**src/rtl/bmr_pkg.sv**
```systemverilog
package bmr_pkg;
    typedef enum logic [2:0] {
        ST_IDLE = 3'd0,
        ST_REQ  = 3'd1,
        ST_T1   = 3'd2,
        ST_T2   = 3'd3,
        ST_HOLD = 3'd4,
        ST_PARK = 3'd5
    } bmr_state_e;
endpackage

```
**src/rtl/bmr_retry_sampler.sv**
```systemverilog
module bmr_retry_sampler #(
    parameter int STAGES = 2
) (
    input  logic clk,
    input  logic rst_n,
    input  logic raw_i,
    input  logic use_sync_i,
    output logic seen_o
);
    logic [STAGES-1:0] chain;

    for (genvar g = 0; g < STAGES; g++) begin : g_stage
        if (g == 0) begin : g_first
            always_ff @(posedge clk) begin
                if (!rst_n) chain[0] <= 1'b0;
                else        chain[0] <= raw_i;
            end
        end else begin : g_rest
            always_ff @(posedge clk) begin
                if (!rst_n) chain[g] <= 1'b0;
                else        chain[g] <= chain[g-1];
            end
        end
    end

    assign seen_o = use_sync_i ? chain[STAGES-1] : raw_i;

    // the synchronized path follows the line one edge per stage
    a_r8_sync_follows: assert property (@(posedge clk) disable iff (!rst_n)
        use_sync_i && $past(use_sync_i) && ($past(chain[0]) == 1'b1) && (STAGES == 2)
        |-> chain[STAGES-1]);
endmodule

```
**src/rtl/bmr_retry_flag.sv**
```systemverilog
module bmr_retry_flag (
    input  logic clk,
    input  logic rst_n,
    input  logic set_i,
    input  logic clr_i,
    output logic flag_o
);
    always_ff @(posedge clk) begin
        if (!rst_n)      flag_o <= 1'b0;
        else if (set_i)  flag_o <= 1'b1;
        else if (clr_i)  flag_o <= 1'b0;
    end

    // a taken retry always leaves the flag set, even against a clear
    a_r10_set_wins: assert property (@(posedge clk) disable iff (!rst_n)
        set_i |=> flag_o);
    // a lone clear empties the flag
    a_r10_clear: assert property (@(posedge clk) disable iff (!rst_n)
        (clr_i && !set_i) |=> !flag_o);
endmodule

```
**src/rtl/bmr_retry_ctrl.sv**
```systemverilog
module bmr_retry_ctrl
    import bmr_pkg::*;
#(
    parameter int AW = 16,
    parameter int DW = 16,
    parameter int SYNC_STAGES = 2
) (
    input  logic          clk,
    input  logic          rst_n,
    input  logic          cfg_latched,
    input  logic          cfg_async_sample,
    input  logic          cfg_bus_async,
    input  logic          cyc_start,
    input  logic [AW-1:0] cyc_addr,
    input  logic          cyc_write,
    input  logic [DW-1:0] cyc_wdata,
    output logic          cyc_ready,
    output logic          cyc_done,
    output logic          bus_req,
    input  logic          bus_grant,
    output logic          bus_gack,
    output logic [AW-1:0] bus_addr,
    output logic          bus_write,
    output logic [DW-1:0] bus_wdata,
    input  logic          bus_ack,
    input  logic          bus_retry,
    input  logic          retry_clr,
    output logic          retry_stat,
    output logic          retry_irq
);
    bmr_state_e state, state_nx;
    logic       retry_seen;
    logic       use_sync;
    logic       retry_take;
    logic [AW-1:0] addr_q;
    logic [DW-1:0] wdata_q;
    logic          write_q;

    // synchronizer only when the bus itself runs asynchronously
    assign use_sync = cfg_async_sample & cfg_bus_async;

    bmr_retry_sampler #(.STAGES(SYNC_STAGES)) u_sampler (
        .clk        (clk),
        .rst_n      (rst_n),
        .raw_i      (bus_retry),
        .use_sync_i (use_sync),
        .seen_o     (retry_seen)
    );

    assign retry_take = (state == ST_T2) && retry_seen;

    bmr_retry_flag u_flag (
        .clk    (clk),
        .rst_n  (rst_n),
        .set_i  (retry_take),
        .clr_i  (retry_clr),
        .flag_o (retry_stat)
    );

    assign retry_irq = retry_stat;

    // access capture: only in IDLE, so a retried cycle repeats it exactly
    always_ff @(posedge clk) begin
        if (!rst_n) begin
            addr_q  <= '0;
            wdata_q <= '0;
            write_q <= 1'b0;
        end else if (state == ST_IDLE && cyc_start) begin
            addr_q  <= cyc_addr;
            wdata_q <= cyc_wdata;
            write_q <= cyc_write;
        end
    end

    // state register
    always_ff @(posedge clk) begin
        if (!rst_n) state <= ST_IDLE;
        else        state <= state_nx;
    end

    // next state
    always_comb begin
        state_nx = state;
        unique case (state)
            ST_IDLE: if (cyc_start) state_nx = ST_REQ;
            ST_REQ:  if (bus_grant) state_nx = ST_T1;
            ST_T1:   state_nx = ST_T2;
            ST_T2: begin
                if (retry_seen)   state_nx = ST_HOLD;
                else if (bus_ack) state_nx = ST_IDLE;
            end
            ST_HOLD: state_nx = cfg_latched ? ST_PARK : ST_REQ;
            ST_PARK: if (!retry_stat && !retry_seen) state_nx = ST_REQ;
            default: state_nx = ST_IDLE;
        endcase
    end

    // outputs
    always_comb begin
        cyc_ready = 1'b0;
        cyc_done  = 1'b0;
        bus_req   = 1'b0;
        bus_gack  = 1'b0;
        unique case (state)
            ST_IDLE: cyc_ready = 1'b1;
            ST_REQ:  bus_req = 1'b1;
            ST_T1: begin
                bus_req  = 1'b1;
                bus_gack = 1'b1;
            end
            ST_T2: begin
                bus_req  = 1'b1;
                bus_gack = 1'b1;
                cyc_done = bus_ack && !retry_seen;
            end
            ST_HOLD: ;
            ST_PARK: ;
            default: ;
        endcase
    end

    assign bus_addr  = addr_q;
    assign bus_wdata = wdata_q;
    assign bus_write = write_q;

    // acknowledge only while the bus is requested
    a_r2_gack_under_req: assert property (@(posedge clk) disable iff (!rst_n)
        bus_gack |-> bus_req);
    // a retry releases the bus on the next clock
    a_r3_retry_releases: assert property (@(posedge clk) disable iff (!rst_n)
        retry_take |=> (!bus_req && !bus_gack));
    // retry together with acknowledge never reports completion
    a_r5_retry_beats_ack: assert property (@(posedge clk) disable iff (!rst_n)
        (retry_take && bus_ack) |=> (state == ST_HOLD && !cyc_ready));
    // the access stays fixed from capture until the block is idle again
    a_r4_access_stable: assert property (@(posedge clk) disable iff (!rst_n)
        (state != ST_IDLE && $past(state) != ST_IDLE) |-> ($stable(bus_addr) && $stable(bus_wdata) && $stable(bus_write)));
    // parked with the flag set keeps the request low
    a_r6_park_holds: assert property (@(posedge clk) disable iff (!rst_n)
        (state == ST_PARK && retry_stat) |=> !bus_req);
endmodule

```
**config.mk**
```make
export PLATFORM = sky130hd
export DESIGN_NAME = bmr_retry_ctrl
export DESIGN_NICKNAME = d
export VERILOG_FILES = /design/src/rtl/bmr_pkg.sv /design/src/rtl/bmr_retry_sampler.sv /design/src/rtl/bmr_retry_flag.sv /design/src/rtl/bmr_retry_ctrl.sv
export SDC_FILE = /design/constraint.sdc
export NUM_CORES = 1
export LEC_CHECK = 0
export ABC_AREA = 1
export BUFFER_PORTS_ARGS = -buffer_cell sky130_fd_sc_hd__clkbuf_2
export CAP_MARGIN = 40
export CORE_AREA = 2 2 61 74
export DETAILED_ROUTE_END_ITERATION = 16
export DIE_AREA = 0 0 63 76
export PLACE_DENSITY = 0.71
export SLEW_MARGIN = 20
export SYNTH_ARGS = -nofsm -noshare
export SYNTH_HDL_FRONTEND = slang
export SYNTH_SLANG_ARGS = --single-unit
```
**constraint.sdc**
```tcl
create_clock -name clk -period 2.1 [get_ports clk]
set_input_delay 0.105 -clock clk [delete_from_list [all_inputs] [get_ports clk]]
set_output_delay 0.105 -clock clk [all_outputs]
set_load 0.03 [all_outputs]
```
**Yosys cells after proc, flatten, opt, wreduce, memory -nomap -nowiden**

Cells that the tools add are included.

- Output and inout port bits: 39
- Word-level logic and storage cells: 42
- Flip-flop bits (word level): 39

- Reductions and logical operators: 11
- Eq/ne operators: 9
- Mux-type cells: 14
- Bitwise gates (word level): 1

Operator list:

| operator | number |
|---|---|
| 3-bit two-way mux | 6 |
| 3-bit one-hot mux with 6 select lines | 1 |
| 1-bit two-way mux | 7 |
| 3-bit by 2-bit equality test with 1-bit output, second input constant | 2 |
| 3-bit equality test, second input constant | 2 |
| 2-bit inequality test, second input constant | 3 |
| 1-bit logical AND | 4 |
| 4-bit AND reduction | 1 |
| 3-bit by 1-bit equality test with 1-bit output, second input constant | 1 |
| 3-bit logical NOT | 1 |
| 3-bit inequality test, second input constant | 1 |
| 3-bit OR reduction | 1 |
| 1-bit logical NOT | 2 |
| 2-bit nonzero test | 1 |
| 2-bit OR reduction | 1 |
| 1-bit AND | 1 |

**Longest topological paths before layout**

Gate-level depths: netlist (run 1).

- Depth after elaboration: 6
- Gate-level depth with buffers: 9
- Mapped depth without buffers: 9

**Modules after synthesis**

A second synthesis (run 1) with hierarchy kept.

- Cell total of the unflattened synthesis: 214
- Area total of the unflattened synthesis: 1627.8 sq um

Modules (own cells, without submodules):

| module | instances | area each (sq um) | sequential area each (sq um) | cells an instance |
|---|---|---|---|---|
| bmr_retry_ctrl | 1 | 1514.0 | 720.7 | 198 |
| bmr_retry_sampler | 1 | 70.1 | 40.0 | 10 |
| bmr_retry_flag | 1 | 43.8 | 20.0 | 6 |

**Worst setup path before layout (run 1)**

Ideal clock, no wire load.

- Path type: register to output
- Start point: register state[2]
- End point: output port cyc_done
- Data required time: 1.995 ns
- Slack: 0.698 ns
- Buffers on the path: 1
- Arrival time: 1.297 ns
- Cell stages (with the launch flop): 5
- Cells stage by stage: dfxtp_1 > buf_2 > inv_1 > nand3_1 > nor3_1

- Word-level cells in the longest chain between the ends: 2

RTL lines:

| item | line | source |
|---|---|---|
| from (decl) | bmr_retry_ctrl.sv:31 | `bmr_state_e state, state_nx;` |
| from (signal assigned) | bmr_retry_ctrl.sv:78 | `else state <= state_nx;` |
| 3-bit by 2-bit equality test with 1-bit output | bmr_retry_ctrl.sv:104 | `unique case (state)` |
| 1-bit two-way mux | bmr_retry_ctrl.sv:104 |  |
| to (decl) | bmr_retry_ctrl.sv:18 | `output logic cyc_done,` |

No other way between the ends.

**Worst setup path in the final report (run 1)**

- Start point: register state[1]
- End point: output port cyc_done

Same word-level chain as after synthesis.

==> results of run 1 <==
per-stage QoR:
step / total power (uW) / cells
2_1_floorplan: 1448 / 209
3_3_place_gp: 1577 / 335
3_5_place_dp: 1586 / 335
4_1_cts: 2059 / 343
5_1_grt: 2172 / 343
6_report: 2030 / 343
flip-flops by register name (all words and copies together), names as in the netlist:
register / flops
bus_addr: 16
bus_wdata: 16
bus_write: 1
state: 3
u_flag.flag_o: 1
u_sampler.chain: 2
synthesized netlist by cell type, drive strengths merged:
library cell  count  area share [%]
buf              12             6.6
clkinv            1            0.23
nand2            51              12
a31oi             1            0.39
nand3b            1            0.47
inv              12             2.8
nor3              3             1.6
nand3            39              12
clkbuf            4             1.2
a21oi            35              11
o21bai            1            0.47
nor2             10             2.3
dfxtp            39              49
how the worst max path moves through the flow:
stage,to,start,cells after the start,slack [ns]
floorplan,cyc_done,state[2],4,0.70
global route,cyc_ready,state[1],3,0.54
global placement,bus_addr[6],state[1],5,0.74
finish,cyc_done,state[1],3,0.62
detailed placement,bus_wdata[3],state[1],5,0.71
CTS,cyc_done,state[1],3,0.60
power groups by stage:
stage	Combinational [uW]	Clock (uW)	Sequential (uW)
final	676	469	886
after global routing	747	528	897
after floorplan	420	0	1030
after detailed placement	684	0	902
after global placement	676	0	900
after CTS	684	489	886
cell type report:
cell class	count	area, um^2
tap	56	70.07
sequential	39	780.7
fill	432	2053
clock inverter	1	5.005
clock buffer	7	76.32
multi-input combinational	141	654.4
timing repair buffer	86	442.9
inverter	13	48.80
kinds of logic after synthesis:
group,count (synthesis)
DFF,39
and+or+nand+nor,104
AOI/OAI and AO/OA,37
buffers and inverters,29
layout by cell type (no fill, tap or decap):
master,netlist,final
a31oi_1,1,1
clkbuf_8,0,5
clkbuf_2,0,81
nor3_4,1,1
nand2_1,50,50
a21oi_1,35,35
nand3_1,39,39
nand3b_1,1,1
nand2_4,1,1
clkbuf_1,3,2
nor2_1,10,10
buf_4,1,5
nor3_1,2,2
o21bai_1,1,1
clkinv_1,1,1
dfxtp_1,39,39
inv_1,12,12
clkinv_2,0,1
worst reg2reg max path, stage by stage, from the launching register on:
cell and delay, ns:
dfxtp_1 0.40, nor3_4 0.20, buf_4 0.24, nand2_4 0.23
nand2_1 0.13, a21oi_1 0.07
per-layer routing:
metal | vias up | share of wire [%] | GRT usage (%)
met5 | - | 0 | 0
met3 | 4 | 6.4 | 3.693
met2 | 56 | 48 | 26.81
met4 | 0 | 1.0 | 5.333
li1 | 836 | - | -
met1 | 705 | 45 | 19.55
==> flow_summary.ini, run 1 <==
[worst_hold_path]
worstHoldStart = bus_retry
hp-class = in -> reg
hold_depth = 3
min_to = u_sampler.chain[0]

[layout]
area_delta_synth_final_pct = 29.16
fin_util_pct = 50.30
n_antenna_cell = 0
num-nets-final = 329
final_cell_area_mm2 = 0.002078
final_layout_size_suffix_gt1_share_pct = 32.75

[setup_path]
worstSetupPathType = reg -> out
endpoint_kind = primary output
reg2reg_slack_ns = 0.72
critPathTopFamily = flip-flops
worst-path-buf-inv = 1
worst_ep_arrival_time_ns = 1.37
r2r_cells = 5
crit_fanout = 8
required_ns = 2.00
crit_chain = nand3_1 > nor3_1 > clkbuf_2
crit-reg2reg-capture = bus_addr[13]
slowest_stage = dfxtp_1
start_kind = flip-flop
r2r_start = state[1]
cp_slowest_stage_delay_ns = 0.50

[global_routing]
grt-ovfl-total = 0
grt_usage_pct = 15.82
antenna_found_initial = 0
grt_max_degree = 34
grt_pass1_vias = 1473
grt_pass1_wl_mm = 6.182

[clocking]
cts_root_buf = clkbuf_8
clk_latency_ns = 0.28
postCtsResizedCells = 0
cts_buffers = 5
cts.sinks = 39
cts_tree = done
cts.path.max_buffers = 2
cts_hold_buf = 0
post-cts-setup-buffers = 0
cts.reportedPaths.clkPinSlew_ns = 0.07
ctsHtreeMaxLevel = 2

[sta]
rsz0062_at_grt = no
fmax_mhz = 677.2
period_needed_ns = 1.477
worst_slew_pin_slew_ns = 0.3348
fin_skew_ns = 0.002307
maxSlewViolCount = 0
setup_viol_count_final = 0
post-route-period-util_pct = 70.32
fin_setup_tns_ns = 0
hold_ws_ns = 0.02802
fin_ws_ns = 0.6232
hold_viol = 0
slew_headroom_pct = 77.68

[drt]
wire_per_inst_um = 10.78
drc = 0
drt-total-wl_mm = 3.697
via_per_inst = 4.668
drtAntennaViolNets = 0
drtPass1Iterations = 4
vias = 1601
drtIter0Drc = 83

[floorplan]
core_area_mm2 = 0.004131
ios = 82
rows = 26
dieWidth_um = 63
start_util_pct = 38.95
die_area_mm2 = 0.004788
die_h_um = 76

[pwr]
power_frac_seq_pct = 43.6
leakagePower_uw = 0.001005
p_sw_uw = 759.9
ir_drop_v = 0.0004459
swShare_pct = 37.42
internal_power_uw = 1271
pwr-share-clk_pct = 23.1
pwr-share-comb_pct = 33.3
power.density_mw_per_mm2 = 977.0

[synth]
synth_top_family_by_area = simple AND/OR/NAND/NOR gates
ys_types = 18
syn_area_per_cell_um2 = 7.699
ys_seq_elements = 39
syn_area_mm2 = 0.001609
synth_cells = 209
synth-compound-area-share_pct = 11.74
ys_seq_area_share_pct = 48.52
synth_simple_gate_area_share_pct = 28.93
syn_nets = 252
yosys.area_share.adder_pct = 0
yosys_warnings = 0
synth_mux_area_share_pct = 0
synth_xor_area_share_pct = 0

[placement]
hpwlAfterDp_mm = 2.704
post-place-ws_ns = 0.7064
place_congestion = 0.7818
placed_cell_area_mm2 = 0.001997
port_buffers = 81

[status]
outcome = finished, final reports clean

[run]
cap_violations = 0
No activity file was read; power rests on OpenSTA's default activity.
==> inputs of run 2 (changes only) <==
--- a/config.mk
+++ b/config.mk
@@ -8,10 +8,10 @@
 export ABC_AREA = 1
 export BUFFER_PORTS_ARGS = -buffer_cell sky130_fd_sc_hd__clkbuf_2
 export CAP_MARGIN = 40
-export CORE_AREA = 2 2 61 74
+export CORE_AREA = 2 2 61 75
 export DETAILED_ROUTE_END_ITERATION = 16
-export DIE_AREA = 0 0 63 76
-export PLACE_DENSITY = 0.71
+export DIE_AREA = 0 0 63 77
+export PLACE_DENSITY = 0.73
 export SLEW_MARGIN = 20
 export SYNTH_ARGS = -nofsm -noshare
 export SYNTH_HDL_FRONTEND = slang
==> constraint.sdc (replaced) <==
create_clock -name clk -period 1.35 [get_ports clk]
set_input_delay 0.0675 -clock clk [delete_from_list [all_inputs] [get_ports clk]]
set_output_delay 0.0675 -clock clk [all_outputs]
set_load 0.03 [all_outputs]
==> run 2 against run 1 <==
- total power rose by 61%
- clock-buffer cell count down 1
- sequential power grew 56%
- first-iteration DRC count decreased by 51%
- clock power up 50%
- non-clock buffer count rose by 7
- sequential share of layout area shrank 1.2 points
- clock skew about the same
- die area is 1.3% higher
- setup slack worse by 0.57 ns
- cell count up 1.5%
- via count up 2.6%
- critical endpoint unchanged
- largest power group unchanged
- highest routed layer unchanged
==> flow_summary.ini, run 2 (synthesis results as in run 1) <==
[setup_path]
cp_slowest_stage_delay_ns = 0.37
r2r_start = state[1]
crit-reg2reg-capture = bus_wdata[5]
crit_fanout = 8
worstSetupPathType = reg -> out
crit_chain = inv_1 > nand3_1 > nor3_2 > buf_4
endpoint_kind = primary output
slowest_stage = dfxtp_2
worst_ep_arrival_time_ns = 1.23
r2r_cells = 5
critPathTopFamily = flip-flops
reg2reg_slack_ns = 0.13
required_ns = 1.28
worst-path-buf-inv = 2
start_kind = flip-flop

[layout]
n_antenna_cell = 0
final_cell_area_mm2 = 0.002157
final_common_cell = clkbuf_2
area_delta_synth_final_pct = 34.06
most-common-layout-cells = 78 x clkbuf_2, 50 x nand2_1, 39 x nand3_1, 36 x dfxtp_1, 35 x a21oi_1
final_layout_size_suffix_gt1_share_pct = 35.27
n_fill_cell = 411
num-nets-final = 336

[clocking]
cts_root_buf = clkbuf_8
cts.reportedPaths.clkPinSlew_ns = 0.07
cts_tree = done
cts.sinks = 39
clk_latency_ns = 0.28
cts_buffers = 5
ctsHtreeMaxLevel = 2
cts.path.max_buffers = 2

[placement]
hpwlAfterDp_mm = 2.754
place_congestion = 0.8468
post-place-ws_ns = 0.1170
port_buffers = 81
placed_cell_area_mm2 = 0.002024

[drt]
vias = 1642
wl_met3_um = 227
drtPass1Iterations = 4
drt-total-wl_mm = 3.768
via_per_inst = 4.718
drtIter0Drc = 41
met2WireLength_mm = 1.824
drc = 0
drt-met1-wl_mm = 1.650
routed.top_layer = met4
drtAntennaViolNets = 0
wire_per_inst_um = 10.83

[floorplan]
dieWidth_um = 63
die_area_mm2 = 0.004851
core_area_mm2 = 0.004131
rows = 26
die_h_um = 77
start_util_pct = 38.95
ios = 82

[sta]
post-route-period-util_pct = 96.32
fin_ws_ns = 0.04966
setup_viol_count_final = 0
fmax_mhz = 769.0
worst_slew_pin_slew_ns = 0.2026
hold_viol = 0
fin_skew_ns = 0.002655
slew_headroom_pct = 86.46
period_needed_ns = 1.300
rsz0062_at_grt = yes
maxSlewViolCount = 0

[global_routing]
grt_pass1_wl_mm = 6.127
antenna_found_initial = 0
grt_pass1_vias = 1395
grt_usage_pct = 15.81
grt-ovfl-total = 0
grt_max_degree = 34

[pwr]
leakagePower_uw = 0.001036
power.density_mw_per_mm2 = 1518
ir_drop_v = 0.0006269

[worst_hold_path]
hp-class = in -> reg
worstHoldStart = cyc_addr[8]
min_to = bus_addr[8]
hold_depth = 3

[run]
cap_violations = 0

[status]
outcome = finished, final reports clean
## run 2: worst max-delay path by stage
| stage | from | to | slack [ns] | cells past startpoint |
|---|---|---|---|---|
| detailed placement | state[2] | state[0] | 0.12 | 7 |
| CTS | state[1] | bus_req | 0.01 | 4 |
| floorplan | state[0] | state[1] | 0.06 | 6 |
| global route | state[1] | bus_req | -0.05 | 4 |
| global placement | state[1] | bus_wdata[11] | 0.16 | 4 |
| finish | state[2] | cyc_done | 0.05 | 4 |
## run 2: worst min-delay path, stage by stage
cell and delay [ns]:
clkbuf_2 0.08, nand3_1 0.07, a21oi_1 0.06
## run 2: area by class of cell
| class | count | area [um^2] | share of cell area [%] |
|---|---|---|---|
| flip-flops and latches | 39 | 784.5 | 36.37 |
| multi-input cells | 141 | 668.1 | 30.97 |
| repair buffers | 93 | 513.0 | 23.78 |
| clock buffers | 6 | 72.57 | 3.364 |
| well taps | 56 | 70.07 | 3.248 |
| inverters | 13 | 48.80 | 2.262 |
## run 2: power by group
group | switching [uW] | internal, uW | total (uW) | leakage (uW)
registers | 89.7 | 1290 | 1380 | 0.000320
logic | 761 | 431 | 1190 | 0.000679
clock network | 360 | 344 | 704 | 0.0000371
## run 2: layer usage
metal | GRT usage (%) | vias up
met5 | 0 | -
met4 | 7.556 | 0
met1 | 18.91 | 735
met2 | 26.17 | 52
met3 | 4.106 | 6
li1 | - | 849
## run 2: repair_timing
action / 4_1_cts / 5_1_grt
buffers inserted: 1 / 2
hold buffers: 1 / 0
resized for setup: 7 / 4
pin swaps: 1 / 0
endpoints found under the hold margin: 1 / 0
setup endpoints to repair: 3 / 6
## run 2: per-stage QoR
step	util [%]	hold WS (ns)	TNS [ns]	std cells	total power [uW]
6_report	52.21	0.02484	0	348	3274
5_1_grt	52.21	0.02522	-0.09822	348	3480
4_1_cts	51.54	0.01364	0	346	3257
3_5_place_dp	49.00	0.2729	0	338	2504
3_3_place_gp	49.00	0.2741	0	338	2498
2_1_floorplan	-	0.1610	0	209	2254
==> inputs of run 3 (changes only) <==
--- a/config.mk
+++ b/config.mk
@@ -6,7 +6,7 @@
 export NUM_CORES = 1
 export LEC_CHECK = 0
 export ABC_AREA = 1
-export BUFFER_PORTS_ARGS = -buffer_cell sky130_fd_sc_hd__clkbuf_2
+export BUFFER_PORTS_ARGS = -buffer_cell sky130_fd_sc_hd__buf_2
 export CAP_MARGIN = 40
 export CORE_AREA = 2 2 61 75
 export DETAILED_ROUTE_END_ITERATION = 16
==> run 3 against run 2 <==
- register-to-register slack got worse by 0.03 ns
- sequential share of layout area decreased by 0.36 points
- non-clock buffer count increased by 2
- clock power about the same
- critical path depth increased by 2
- wire length increased by 3.9%
- clock skew increased by 0.0069 ns
- critical endpoint unchanged
- largest power group unchanged
==> flow_summary.ini, run 3 (synthesis results as in run 1) <==
[setup_path]
endpoint_kind = primary output
cp_common_cell = nand2_1
crit-reg2reg-capture = bus_wdata[8]
worstSetupPathType = in -> out
r2r_start = state[2]
reg2reg_slack_ns = 0.10
crit_fanout = 4
slowest_stage = dlygate4sd3_1
required_ns = 1.28
crit_chain = dlygate4sd3_1 > buf_2 > nand2_1 > nand2_1 > nor3_2 > buf_4
start_kind = primary input
r2r_cells = 5
worst_ep_arrival_time_ns = 1.24
cp_slowest_stage_delay_ns = 0.54

[status]
outcome = finished, final reports clean

[drt]
drt-total-wl_mm = 3.914
drtIter0Drc = 72
via_per_inst = 4.740
drtAntennaViolNets = 0
drc = 0
drtPass1Iterations = 5
wire_per_inst_um = 11.18
vias = 1659

[sta]
slew_headroom_pct = 85.41
maxSlewViolCount = 0
fin_setup_tns_ns = 0
setup_viol_count_final = 0
fmax_mhz = 765.9
period_needed_ns = 1.306
post-route-period-util_pct = 96.71
worst_slew_pin_slew_ns = 0.2188
hold_viol = 0
fin_skew_ns = 0.009523

[placement]
dp_cells = 338
port_buffers = 81
place_congestion = 0.8462
hpwlAfterDp_mm = 2.745

[worst_hold_path]
hp-class = in -> reg
min_to = u_flag.flag_o
hold_depth = 4
worstHoldStart = retry_clr

[layout]
n_antenna_cell = 0
fin_cells = 350
multi_input_area_um2 = 675.6
num-nets-final = 338
final_layout_size_suffix_gt1_share_pct = 36.73
most-common-layout-cells = 78 x buf_2, 50 x nand2_1, 38 x nand3_1, 36 x dfxtp_1, 35 x a21oi_1
n_fill_cell = 408
final_common_cell = buf_2
seqCellArea_um2 = 787.0
area_delta_synth_final_pct = 35.85

[clocking]
cts.path.max_buffers = 2
clk_latency_ns = 0.29
cts.sinks = 39
cts.reportedPaths.clkPinSlew_ns = 0.07
cts_buffers = 5
cts_root_buf = clkbuf_8
ctsHtreeMaxLevel = 2
cts_tree = done

[global_routing]
grt_max_degree = 34
grt_pass1_wl_mm = 6.320
grt-ovfl-total = 0
grt_usage_pct = 16.08
grt_pass1_vias = 1453
antenna_found_initial = 0

[floorplan]
start_util_pct = 38.95
rows = 26
core_area_mm2 = 0.004131
ios = 82
die_area_mm2 = 0.004851
die_h_um = 77
dieWidth_um = 63

[pwr]
power.density_mw_per_mm2 = 1520
ir_drop_v = 0.0006080
leakagePower_uw = 0.001065

[run]
cap_violations = 0
[run 3: how the worst max path moves through the flow]
stage	start	endpoint	slack [ns]	depth (start not counted)
3_3_place_gp	state[0]	bus_wdata[11]	0.15	4
4_1_cts	state[1]	bus_req	0.02	4
6_report	bus_retry	cyc_done	0.04	6
2_1_floorplan	state[0]	state[1]	0.06	6
3_5_place_dp	state[2]	state[0]	0.09	7
5_1_grt	bus_retry	cyc_done	-0.01	6
[run 3: metal layers]
metal / vias up / routed length, um / share of wire [%] / track usage (%)
li1: 852 / - / - / -
met2: 59 / 1975 / 50 / 28.30
met5: - / 0 / 0 / 0
met4: 0 / 49 / 1.3 / 5.333
met3: 6 / 240 / 6.1 / 4.545
met1: 742 / 1648 / 42 / 18.49
[run 3: area by class of cell]
| cell class | instances | area share [%] |
|---|---|---|
| Sequential cell | 39 | 36.00 |
| Multi-Input combinational cell | 141 | 30.91 |
| Timing Repair Buffer | 95 | 24.33 |
| Clock buffer | 6 | 3.320 |
| Tap cell | 56 | 3.205 |
| Inverter | 13 | 2.232 |
[run 3: what timing repair did]
item	in CTS	in global routing
buffers inserted	1	4
gates resized for setup	7	7
pin swaps	1	0
hold endpoints to repair	1	0
hold buffers	1	0
endpoints found under the setup margin	3	32
gates cloned	0	0
[run 3: power breakdown]
group | switching, uW | internal, uW
clock | 358 | 344
combinational | 777 | 468
sequential | 90.0 | 1290
[run 3: worst max-delay path: cells and delay by family]
kind,cells,cell delay (ns)
buffers and inverters,3,0.85
AND/OR/NAND/NOR,3,0.31
[run 3: through the flow]
stage	area (um^2)	hold WS, ns	setup WS, ns	utilization (%)	power [uW]
6_report	2186	0.03194	0.04441	52.91	3323
5_1_grt	2186	0.04190	-0.01333	52.91	3519
4_1_cts	2130	0.02157	0.01756	51.54	3255
3_5_place_dp	2024	0.2743	0.09128	49.00	2501
3_3_place_gp	2024	0.2721	0.1542	49.00	2497
2_1_floorplan	1614	0.1610	0.05703	-	2254
